==> src/rtl/bcast_scan_resp.sv <==
module bcast_scan_resp (
  input  logic        clk,
  input  logic        rst_n,
  input  logic        bc_valid,
  input  logic [7:0]  bc_code,
  input  logic        cyc_valid,
  input  logic        cyc_read,
  input  logic        sa_invalid,
  input  logic [15:0] class_mask,
  input  logic        evt_present,
  input  logic        evt_above,
  output logic        selected,
  output logic        t_assert,
  output logic [2:0]  slave_status
);

  localparam logic [7:0] CODE_SELECT   = 8'h01;
  localparam logic [3:0] CODE_CLASS_LO = 4'h5;
  localparam logic [7:0] CODE_EVT_SCAN = 8'h09;
  localparam logic [7:0] CODE_EVT_ALT  = 8'hBD;
  localparam logic [7:0] CODE_ALL_SCAN = 8'h0D;
  localparam logic [7:0] CODE_DAT_SCAN = 8'hCD;
  localparam logic [2:0] SS_OK         = 3'd0;
  localparam logic [2:0] SS_ERR        = 3'd7;

  typedef enum logic [1:0] {SCAN_NONE, SCAN_EVT, SCAN_ALL, SCAN_DATA} scan_t;

  scan_t scan, scan_nxt;
  logic  sel_nxt;
  logic  scan_hit;

  always_comb begin
    sel_nxt  = 1'b0;
    scan_nxt = SCAN_NONE;
    if (bc_code == CODE_SELECT)
      sel_nxt = 1'b1;
    else if (bc_code[3:0] == CODE_CLASS_LO)
      sel_nxt = class_mask[bc_code[7:4]];
    else if (bc_code == CODE_EVT_SCAN || bc_code == CODE_EVT_ALT)
      scan_nxt = SCAN_EVT;
    else if (bc_code == CODE_ALL_SCAN)
      scan_nxt = SCAN_ALL;
    else if (bc_code == CODE_DAT_SCAN)
      scan_nxt = SCAN_DATA;
  end

  always_comb begin
    case (scan)
      SCAN_EVT:  scan_hit = evt_present;
      SCAN_ALL:  scan_hit = 1'b1;
      SCAN_DATA: scan_hit = evt_above;
      default:   scan_hit = 1'b0;
    endcase
  end

  always_ff @(posedge clk) begin
    if (!rst_n) begin
      selected     <= 1'b0;
      t_assert     <= 1'b0;
      slave_status <= SS_OK;
      scan         <= SCAN_NONE;
    end else begin
      t_assert     <= 1'b0;
      slave_status <= SS_OK;
      if (cyc_valid) begin
        t_assert <= cyc_read && scan_hit;
        scan     <= SCAN_NONE;
        if (selected)
          slave_status <= sa_invalid ? SS_ERR : SS_OK;
      end
      if (bc_valid) begin
        selected <= sel_nxt;
        scan     <= scan_nxt;
      end
    end
  end

  assert_general_select_R2: assert property (@(posedge clk) disable iff (!rst_n)
    (bc_valid && bc_code == 8'h01) |=> selected);

  assert_t_single_pulse_R7: assert property (@(posedge clk) disable iff (!rst_n)
    t_assert |=> !t_assert);

  assert_t_needs_read_R7: assert property (@(posedge clk) disable iff (!rst_n)
    t_assert |-> $past(cyc_valid && cyc_read));

  assert_unknown_deselects_R8: assert property (@(posedge clk) disable iff (!rst_n)
    (bc_valid && bc_code != 8'h01 && bc_code[3:0] != 4'h5) |=> !selected);

  assert_error_when_selected_R9: assert property (@(posedge clk) disable iff (!rst_n)
    (slave_status != 3'd0) |-> ($past(selected && cyc_valid && sa_invalid) && slave_status == 3'd7));

  assert_cycle_keeps_select_R10: assert property (@(posedge clk) disable iff (!rst_n)
    (cyc_valid && !bc_valid) |=> $stable(selected));

endmodule

==> config.mk <==
export PLATFORM = sky130hd
export DESIGN_NAME = bcast_scan_resp
export DESIGN_NICKNAME = d
export VERILOG_FILES = /design/src/rtl/bcast_scan_resp.sv
export SDC_FILE = /design/constraint.sdc
export NUM_CORES = 1
export LEC_CHECK = 0
export BUFFER_PORTS_ARGS = -buffer_cell sky130_fd_sc_hd__clkbuf_2
export CAP_MARGIN = 5
export CORE_AREA = 2 2 39 41
export DETAILED_ROUTE_END_ITERATION = 10
export DIE_AREA = 0 0 41 43
export PLACE_DENSITY = 0.76
export SLEW_MARGIN = 20
export SYNTH_ARGS = -nofsm -noshare
export SYNTH_HDL_FRONTEND = slang
export SYNTH_SLANG_ARGS = --single-unit
==> constraint.sdc <==
create_clock -name clk -period 1.7 [get_ports clk]
set_input_delay 0.34 -clock clk [delete_from_list [all_inputs] [get_ports clk]]
set_output_delay 0.34 -clock clk [all_outputs]
set_load 0.005 [all_outputs]
==> flow_metrics.env, run 1 <==
export IMPL_power_total_uw=342
export IMPL_period_share=0.783
export IMPL_cts_root_buf="clkbuf_4"
export IMPL_synth_edff_count=0
export IMPL_n_antenna_cell=0
export IMPL_antenna_found_initial=0
export IMPL_status="complete, no violations"
export IMPL_hp_start="cyc_read"
export IMPL_post_drt_wl_per_cell_microns=11.0
export IMPL_viasPerCell=5.26
export IMPL_worstPathArrival_ns=1.44
export IMPL_place_ws_ns=0.112
export IMPL_worstSetupEndpointType="register"
export IMPL_h_tree_depth=1
export IMPL_dr_pass1_iters=4
export IMPL_avgSynthCellArea_sq_um=8.73
export IMPL_syn_area_sq_um=445
export IMPL_clock_latency_ns=0.24
export IMPL_io_pins=37
export IMPL_slew_viol_final=0
export IMPL_clk_path_buf_depth=2
export IMPL_required_ns=1.81
export IMPL_reg2reg_slack_ns=0.91
export IMPL_core_sq_mm=0.00138
export IMPL_wl_mm=1.11
export IMPL_tightest_slew_ns=0.350
export IMPL_finalNonFillerCells=101
export IMPL_die_height_microns=43
export IMPL_powerDensity_mw_per_mm2=549
export IMPL_max_cap_violations=0
export IMPL_drc=0
export IMPL_drt_iter0_markers=4
export IMPL_place_gp_congestion=0.722
export IMPL_fin_crit_ns=1.33
export IMPL_yosysWarningCount=0
export IMPL_hold_buffers=0
export IMPL_tritoncts="built"
export IMPL_hold_end="t_assert"
export IMPL_setup_slack_ns=0.369
export IMPL_rsz0062_at_grt="false"
export IMPL_worst_r2r_startpoint="selected"
export IMPL_grt_pass1_vias=463
export IMPL_syn_inst=51
export IMPL_synth_seq_cells=5
export IMPL_cts_resized=0
export IMPL_finClkSkew_ns=0.000149
export IMPL_fin_util=0.451
export IMPL_grt_remaining_overflow=0
export IMPL_synth_async_reset_ratio=0
export IMPL_ys_flop_type="dfxtp_1"
export IMPL_ir_worst_vdd_mv=0.176
export IMPL_dp_hpwl_microns=940
export IMPL_hp_class="primary input to register"
export IMPL_clk_pin_slew_worst_paths_ns=0.04
export IMPL_vias=531
export IMPL_syn_nets=83
export IMPL_grt_pass1_wl_mm=1.73
export IMPL_hold_path_depth=3
export IMPL_ys_types=30
export IMPL_antenna_left=0
export IMPL_p_leak_nw=0.298
export IMPL_portBuffers=36
export IMPL_grt_usage=0.147
export IMPL_die_x_microns=41
export IMPL_std_cell_rows=14
export IMPL_grt_max_degree=11
export IMPL_relSlewSlack=0.761
export IMPL_area_growth_pct=40.2
export IMPL_final_hold_viol_count=0
export IMPL_r2r_cells=3
export IMPL_initial_core_util=0.322
export IMPL_critPathKind="primary input to register"
export IMPL_post_place_cells=97
export IMPL_cts_sinks=5
export IMPL_fin_tns_setup_ns=0
export IMPL_fin_nets=118
export IMPL_setup_viol=0
export IMPL_cts_made_buffers=3
export IMPL_cts_setup_buffers=0
export IMPL_drive_gt1_frac=0.506
export IMPL_r2r_end="selected"
export IMPL_seq_area_frac_synth=0.225
export IMPL_die_area_sq_mm=0.00176
export IMPL_max_freq_ghz=0.751
export IMPL_cp_start_kind="primary input"
export IMPL_worstPathMaxFanout=9
report_power, final:
part | internal, mW | total [mW] | switching [mW]
clock | 0.0886 | 0.135 | 0.0460
sequential | 0.119 | 0.121 | 0.00111
combinational | 0.0502 | 0.0874 | 0.0372
total | 0.258 | 0.342 | 0.0843
critical path, cell delays in order:
cell	delay [ns]
clkbuf_2	0.20
mux4_2	0.52
nor3b_1	0.15
a31oi_1	0.14
a31oi_1	0.09
cell usage after synthesis, types with 2 or more instances:
cell type | count | area [sq um]
a21oi_1 | 2 | 10.0
buf_6 | 2 | 22.5
dfxtp_1 | 5 | 100
a31oi_1 | 3 | 18.8
buf_2 | 2 | 10.0
inv_1 | 3 | 11.3
buf_4 | 2 | 15.0
o21ai_0 | 2 | 10.0
nor3b_1 | 2 | 15.0
mux4_2 | 3 | 67.6
nand4_1 | 2 | 12.5
nand2_1 | 3 | 11.3
nor2_1 | 3 | 11.3
kinds of logic after synthesis:
kind of cell           synth area share
XOR/XNOR                         0.0197
AND/OR/NAND/NOR                   0.244
flip-flops                        0.225
buffers and inverters             0.132
multiplexers                      0.174
AO/OA/AOI/OAI                     0.205
state kept, by name (all words and copies together) (netlist names):
| signal | flops |
|---|---|
| slave_status | 1 |
| scan | 2 |
| t_assert | 1 |
| selected | 1 |
cells in the final DEF, fill, tap and decap left out, types with 2 or more instances in the layout:
master | synthesis | layout
a21oi_1 | 2 | 2
a31oi_1 | 3 | 3
clkbuf_2 | 0 | 36
clkbuf_4 | 0 | 3
dfxtp_1 | 5 | 5
inv_1 | 3 | 3
mux4_2 | 3 | 3
nand2_1 | 3 | 3
nand4_1 | 2 | 2
nor2_1 | 3 | 3
nor3b_1 | 2 | 2
o21ai_0 | 2 | 2
worst max-delay path by stage:
stage | start | slack [ns] | cells after the start | endpoint
2_1_floorplan | bc_code[4] | 0.31 | 5 | selected
3_3_place_gp | bc_code[4] | 0.15 | 5 | selected
3_5_place_dp | bc_code[4] | 0.11 | 5 | selected
4_1_cts | bc_code[4] | 0.37 | 5 | selected
5_1_grt | bc_code[4] | 0.29 | 5 | selected
6_report | bc_code[4] | 0.37 | 5 | selected
final cells by class:
class | instances | area, sq um
sequential | 5 | 100
multi-input combinational | 37 | 287
clock buffer | 4 | 26.3
fill | 141 | 759
inverter | 3 | 11.3
timing repair buffer | 36 | 180
tap | 16 | 20.0
layer usage:
layer,vias to the layer above,track usage,part of all wire
met5,-,0,0
met4,0,0.120,0.013
met3,2,0.0157,0.13
met2,34,0.231,0.45
met1,228,0.166,0.40
li1,267,-,-
metrics by stage:
stage | hold slack (ns) | area (sq um)
4_1_cts | 0.334 | 624
2_1_floorplan | 0.448 | 445
3_3_place_gp | 0.458 | 598
6_report | 0.343 | 624
3_5_place_dp | 0.481 | 598
5_1_grt | 0.350 | 624
Note: power is estimated with default switching activity, not from simulation.
==> inputs of run 2 (changes only) <==
--- a/config.mk
+++ b/config.mk
@@ -5,12 +5,12 @@
 export SDC_FILE = /design/constraint.sdc
 export NUM_CORES = 1
 export LEC_CHECK = 0
+export ABC_AREA = 1
 export BUFFER_PORTS_ARGS = -buffer_cell sky130_fd_sc_hd__clkbuf_2
 export CAP_MARGIN = 5
-export CORE_AREA = 2 2 39 41
+export CORE_UTILIZATION = 35
 export DETAILED_ROUTE_END_ITERATION = 10
-export DIE_AREA = 0 0 41 43
-export PLACE_DENSITY = 0.76
+export PLACE_DENSITY = 0.78
 export SLEW_MARGIN = 20
 export SYNTH_ARGS = -nofsm -noshare
 export SYNTH_HDL_FRONTEND = slang
==> constraint.sdc (replaced) <==
create_clock -name clk -period 1.1 [get_ports clk]
set_input_delay 0.22 -clock clk [delete_from_list [all_inputs] [get_ports clk]]
set_output_delay 0.22 -clock clk [all_outputs]
set_load 0.005 [all_outputs]
==> flow_metrics.env, run 2 <==
export IMPL_status="complete, no violations"
export IMPL_portBuffers=36
export IMPL_die_area_sq_mm=0.00164
export IMPL_cts_made_buffers=3
export IMPL_io_pins=37
export IMPL_cp_start_kind="register"
export IMPL_place_gp_congestion=0.756
export IMPL_critPathKind="register to output port"
export IMPL_p_leak_nw=0.450
export IMPL_setup_worst_path_start="selected"
export IMPL_viasPerCell=4.68
export IMPL_place_ws_ns=-0.0162
export IMPL_finalNonFillerCells=152
export IMPL_worst_r2r_startpoint="scan[0]"
export IMPL_tightest_slew_ns=0.316
export IMPL_synth_area_leaders="nand2_1 27%, dfxtp_1 19%, nand3_1 12%"
export IMPL_syn_area_sq_um=519
export IMPL_rsz0062_at_grt="false"
export IMPL_syn_nets=130
export IMPL_cts_resized=0
export IMPL_cts_setup_buffers=0
export IMPL_grt_max_degree=9
export IMPL_cts_sinks=5
export IMPL_post_drt_wl_per_cell_microns=8.66
export IMPL_multi_input_area_sq_um=333
export IMPL_clock_latency_ns=0.25
export IMPL_die_x_microns=40.5
export IMPL_yosysWarningCount=0
export IMPL_r2r_cells=3
export IMPL_clk_pin_slew_worst_paths_ns=0.05
export IMPL_initial_core_util=0.389
export IMPL_fin_util=0.559
export IMPL_grt_pass1_vias=544
export IMPL_hp_start="sa_invalid"
export IMPL_relSlewSlack=0.786
export IMPL_synth_edff_count=0
export IMPL_n_antenna_cell=0
export IMPL_finClkSkew_ns=0.00603
export IMPL_critPathTopFamily="flip-flops"
export IMPL_grt_usage=0.181
export IMPL_setup_slack_ns=0.158
export IMPL_r2r_end="t_assert"
export IMPL_fin_crit_ns=0.942
export IMPL_n_fill_cell=146
export IMPL_std_cell_rows=13
export IMPL_setup_viol=0
export IMPL_required_ns=0.88
export IMPL_ir_worst_vdd_mv=0.335
export IMPL_reg2reg_slack_ns=0.22
export IMPL_largest_register_ffs=2
export IMPL_powerDensity_mw_per_mm2=785
export IMPL_power_total_uw=586
export IMPL_period_share=0.856
export IMPL_seq_area_frac_synth=0.193
export IMPL_dr_pass1_iters=4
export IMPL_post_place_cells=148
export IMPL_max_freq_ghz=1.06
export IMPL_drt_iter0_markers=11
export IMPL_wl_mm=1.32
export IMPL_final_hold_viol_count=0
export IMPL_path_cells="clkbuf_2"
export IMPL_hp_class="primary input to register"
export IMPL_clk_path_buf_depth=2
export IMPL_hold_buffers=0
export IMPL_cp_slowest_cell="dfxtp_1"
export IMPL_grt_remaining_overflow=0
export IMPL_drc=0
export IMPL_synthDominantCellAreaShare=0.267
export IMPL_syn_inst=98
export IMPL_antenna_found_initial=0
export IMPL_avgSynthCellArea_sq_um=5.30
export IMPL_max_stage_delay_ns=0.35
export IMPL_vias=712
export IMPL_die_height_microns=40.5
export IMPL_ys_flop_type="dfxtp_1"
export IMPL_design_area_sq_um=746
export IMPL_synth_seq_cells=5
export IMPL_drive_gt1_frac=0.314
export IMPL_placed_cell_area_sq_um=719
export IMPL_max_cap_violations=0
export IMPL_yosysTopAreaCell="nand2_1"
export IMPL_tritoncts="built"
export IMPL_synth_most_common_cell="nand2_1"
export IMPL_top_register="scan"
export IMPL_worstSetupEndpointType="output port"
export IMPL_hold_path_depth=3
export IMPL_worstPathArrival_ns=0.72
export IMPL_slew_viol_final=0
export IMPL_final_common_cell="nand2_1"
export IMPL_synthTopCellsByCount="37 x nand2_1, 16 x inv_1, 13 x nor2_1"
export IMPL_path_buf_inv=1
export IMPL_h_tree_depth=1
export IMPL_seq_area_sq_um=100
export IMPL_mostFrequentLayoutCells="37 x nand2_1, 36 x clkbuf_2, 16 x inv_1, 13 x nor2_1, 12 x nand3_1"
export IMPL_ys_types=14
export IMPL_fin_nets=170
export IMPL_synth_async_reset_ratio=0
export IMPL_worstPathMaxFanout=3
export IMPL_antenna_left=0
export IMPL_grt_pass1_wl_mm=1.99
export IMPL_area_growth_pct=43.6
export IMPL_cts_root_buf="clkbuf_4"
export IMPL_dp_hpwl_mm=1.15
export IMPL_core_sq_mm=0.00133
export IMPL_hold_end="slave_status[1]"
==> run 2: worst min-delay path: cells and delay by family <==
kind                   cells  cell delay (ns)
AND/OR/NAND/NOR            2             0.08
buffers and inverters      1             0.08
==> run 2: final cells by class <==
type	count	area share
flip-flops and latches	5	0.134
multi-input cells	74	0.446
well taps	15	0.0252
repair buffers	38	0.279
clock buffers	4	0.0352
inverters	16	0.0805
==> run 2: where the power goes <==
part           internal [mW]  switching (mW)  total (mW)
Sequential             0.184         0.00182       0.186
Clock                  0.138          0.0880       0.226
Combinational         0.0859          0.0877       0.174
Total                  0.408           0.178       0.586
==> run 2: how the worst max path moves through the flow <==
stage                           to  cells after the start
after floorplan           selected                      7
after global placement    selected                      9
after detailed placement  selected                     10
after CTS                 selected                      1
after global routing      selected                     10
final                     selected                      1
==> run 2: logic make-up after synthesis <==
family,Yosys count,share of synthesized area
compound gates,6,0.0626
flops,5,0.193
buf+inv,19,0.166
simple gates,68,0.578
==> run 2: routing by layer <==
layer	wire, microns	vias to the layer above	GRT usage
met5	0	-	0
met4	10	0	0.0500
met3	80	2	0.0500
met2	702	25	0.329
met1	523	305	0.202
li1	-	380	-
==> run 2: per-stage QoR <==
step	hold slack, ns	setup TNS (ns)
floorplan	0.341	0
global placement	0.437	0
detailed placement	0.439	-0.0162
CTS	0.176	0
global route	0.187	0
finish	0.184	0
==> inputs of run 3 (changes only) <==
--- a/config.mk
+++ b/config.mk
@@ -11,6 +11,8 @@
 export CORE_UTILIZATION = 35
 export DETAILED_ROUTE_END_ITERATION = 10
 export PLACE_DENSITY = 0.78
+export RECOVER_POWER = 50
+export SETUP_SLACK_MARGIN = 0.05
 export SLEW_MARGIN = 20
 export SYNTH_ARGS = -nofsm -noshare
 export SYNTH_HDL_FRONTEND = slang
==> flow_metrics.env, run 3 (synthesis results as in run 2) <==
export IMPL_hp_start="sa_invalid"
export IMPL_h_tree_depth=1
export IMPL_setup_slack_ns=0.158
export IMPL_drt_iter0_markers=11
export IMPL_cp_slowest_cell="dfxtp_1"
export IMPL_clock_power_share=0.386
export IMPL_p_sw_frac=0.303
export IMPL_critPathKind="register to output port"
export IMPL_ir_worst_vdd_mv=0.335
export IMPL_p_leak_nw=0.444
export IMPL_grt_pass1_vias=544
export IMPL_hold_buffers=0
export IMPL_cts_root_buf="clkbuf_4"
export IMPL_antenna_found_initial=0
export IMPL_required_ns=0.88
export IMPL_r2r_cells=3
export IMPL_grt_max_degree=9
export IMPL_grt_pass1_wl_mm=1.99
export IMPL_finalNonFillerCells=152
export IMPL_p_int_uw=408
export IMPL_drive_gt1_frac=0.299
export IMPL_slew_viol_final=0
export IMPL_clk_pin_slew_worst_paths_ns=0.05
export IMPL_seq_area_sq_um=100
export IMPL_reg2reg_slack_ns=0.22
export IMPL_area_growth_pct=43.1
export IMPL_place_gp_congestion=0.756
export IMPL_pwr_share_seq=0.318
export IMPL_tightest_slew_ns=0.316
export IMPL_relSlewSlack=0.786
export IMPL_p_switching_uw=178
export IMPL_cts_resized=0
export IMPL_powerDensity_mw_per_mm2=787
export IMPL_fin_tns_setup_ns=0
export IMPL_wl_mm=1.32
export IMPL_cts_sinks=5
export IMPL_dr_pass1_iters=4
export IMPL_place_ws_ns=-0.0162
export IMPL_fin_hold_ws_ns=0.184
export IMPL_max_stage_delay_ns=0.35
export IMPL_std_cell_rows=13
export IMPL_top_register="scan"
export IMPL_worstPathArrival_ns=0.72
export IMPL_max_freq_ghz=1.06
export IMPL_mostFrequentLayoutCells="37 x nand2_1, 34 x clkbuf_2, 16 x inv_1, 13 x nor2_1, 12 x nand3_1"
export IMPL_setup_viol=0
export IMPL_drc=0
export IMPL_cts_setup_buffers=0
export IMPL_max_cap_violations=0
export IMPL_fin_util=0.557
export IMPL_final_common_cell="nand2_1"
export IMPL_hold_end="slave_status[1]"
export IMPL_die_area_sq_mm=0.00164
export IMPL_fin_crit_ns=0.942
export IMPL_tritoncts="built"
export IMPL_largest_register_ffs=2
export IMPL_clock_latency_ns=0.25
export IMPL_io_pins=37
export IMPL_die_x_microns=40.5
export IMPL_antenna_left=0
export IMPL_path_buf_inv=1
export IMPL_die_height_microns=40.5
export IMPL_dp_hpwl_mm=1.15
export IMPL_cts_made_buffers=3
export IMPL_multi_input_area_sq_um=333
export IMPL_worstPathMaxFanout=3
export IMPL_post_place_cells=148
export IMPL_final_hold_viol_count=0
export IMPL_vias=712
export IMPL_grt_usage=0.181
export IMPL_status="complete, no violations"
export IMPL_n_antenna_cell=0
export IMPL_grt_remaining_overflow=0
export IMPL_power_total_uw=585
export IMPL_worstSetupEndpointType="output port"
export IMPL_fin_nets=170
export IMPL_period_share=0.856
export IMPL_path_cells="clkbuf_2"
export IMPL_r2r_end="t_assert"
export IMPL_portBuffers=36
export IMPL_hold_path_depth=3
export IMPL_post_drt_wl_per_cell_microns=8.65
export IMPL_rsz0062_at_grt="false"
export IMPL_finClkSkew_ns=0.00603
export IMPL_viasPerCell=4.68
export IMPL_placed_cell_area_sq_um=719
export IMPL_cp_start_kind="register"
export IMPL_critPathTopFamily="flip-flops"
export IMPL_pwr_share_comb=0.296
export IMPL_hp_class="primary input to register"
export IMPL_n_fill_cell=148
export IMPL_core_sq_mm=0.00133
export IMPL_clk_path_buf_depth=2
export IMPL_worst_r2r_startpoint="scan[0]"
export IMPL_design_area_sq_um=743
export IMPL_initial_core_util=0.389
-- run 3: cell counts in the layout (fill, tap and decap cells not counted) --
Identical to the previous run, type by type.
-- run 3: power by group through the flow --
stage	Combinational, mW	Clock, mW	Sequential (mW)
finish	0.173	0.226	0.186
global route	0.197	0.240	0.186
CTS	0.175	0.232	0.186
detailed placement	0.174	0	0.189
global placement	0.169	0	0.190
floorplan	0.0846	0	0.190
-- run 3: tightest hold or removal path: cells and delay by family --
kind                   cells  cell delay (ns)
buffers and inverters      1             0.08
AND/OR/NAND/NOR            2             0.08
-- run 3: layout make-up --
class / instances / area share
Sequential cell: 5 / 0.135
Tap cell: 15 / 0.0253
Timing Repair Buffer: 38 / 0.276
Inverter: 16 / 0.0808
Multi-Input combinational cell: 74 / 0.448
Clock buffer: 4 / 0.0354
-- run 3: worst max path at each step --
stage | start | end | slack [ns] | cells past startpoint
after detailed placement | bc_code[4] | selected | -0.02 | 10
after global placement | bc_code[4] | selected | 0.004 | 9
final | selected | selected | 0.16 | 1
after CTS | selected | selected | 0.16 | 1
after floorplan | bc_code[4] | selected | 0.17 | 7
after global routing | bc_code[4] | selected | 0.07 | 10
-- run 3: layer usage --
layer	wire (microns)	up-vias	GRT usage
li1	-	380	-
met1	522	305	0.202
met2	703	25	0.329
met3	79	2	0.0500
met4	10	0	0.0500
met5	0	-	0
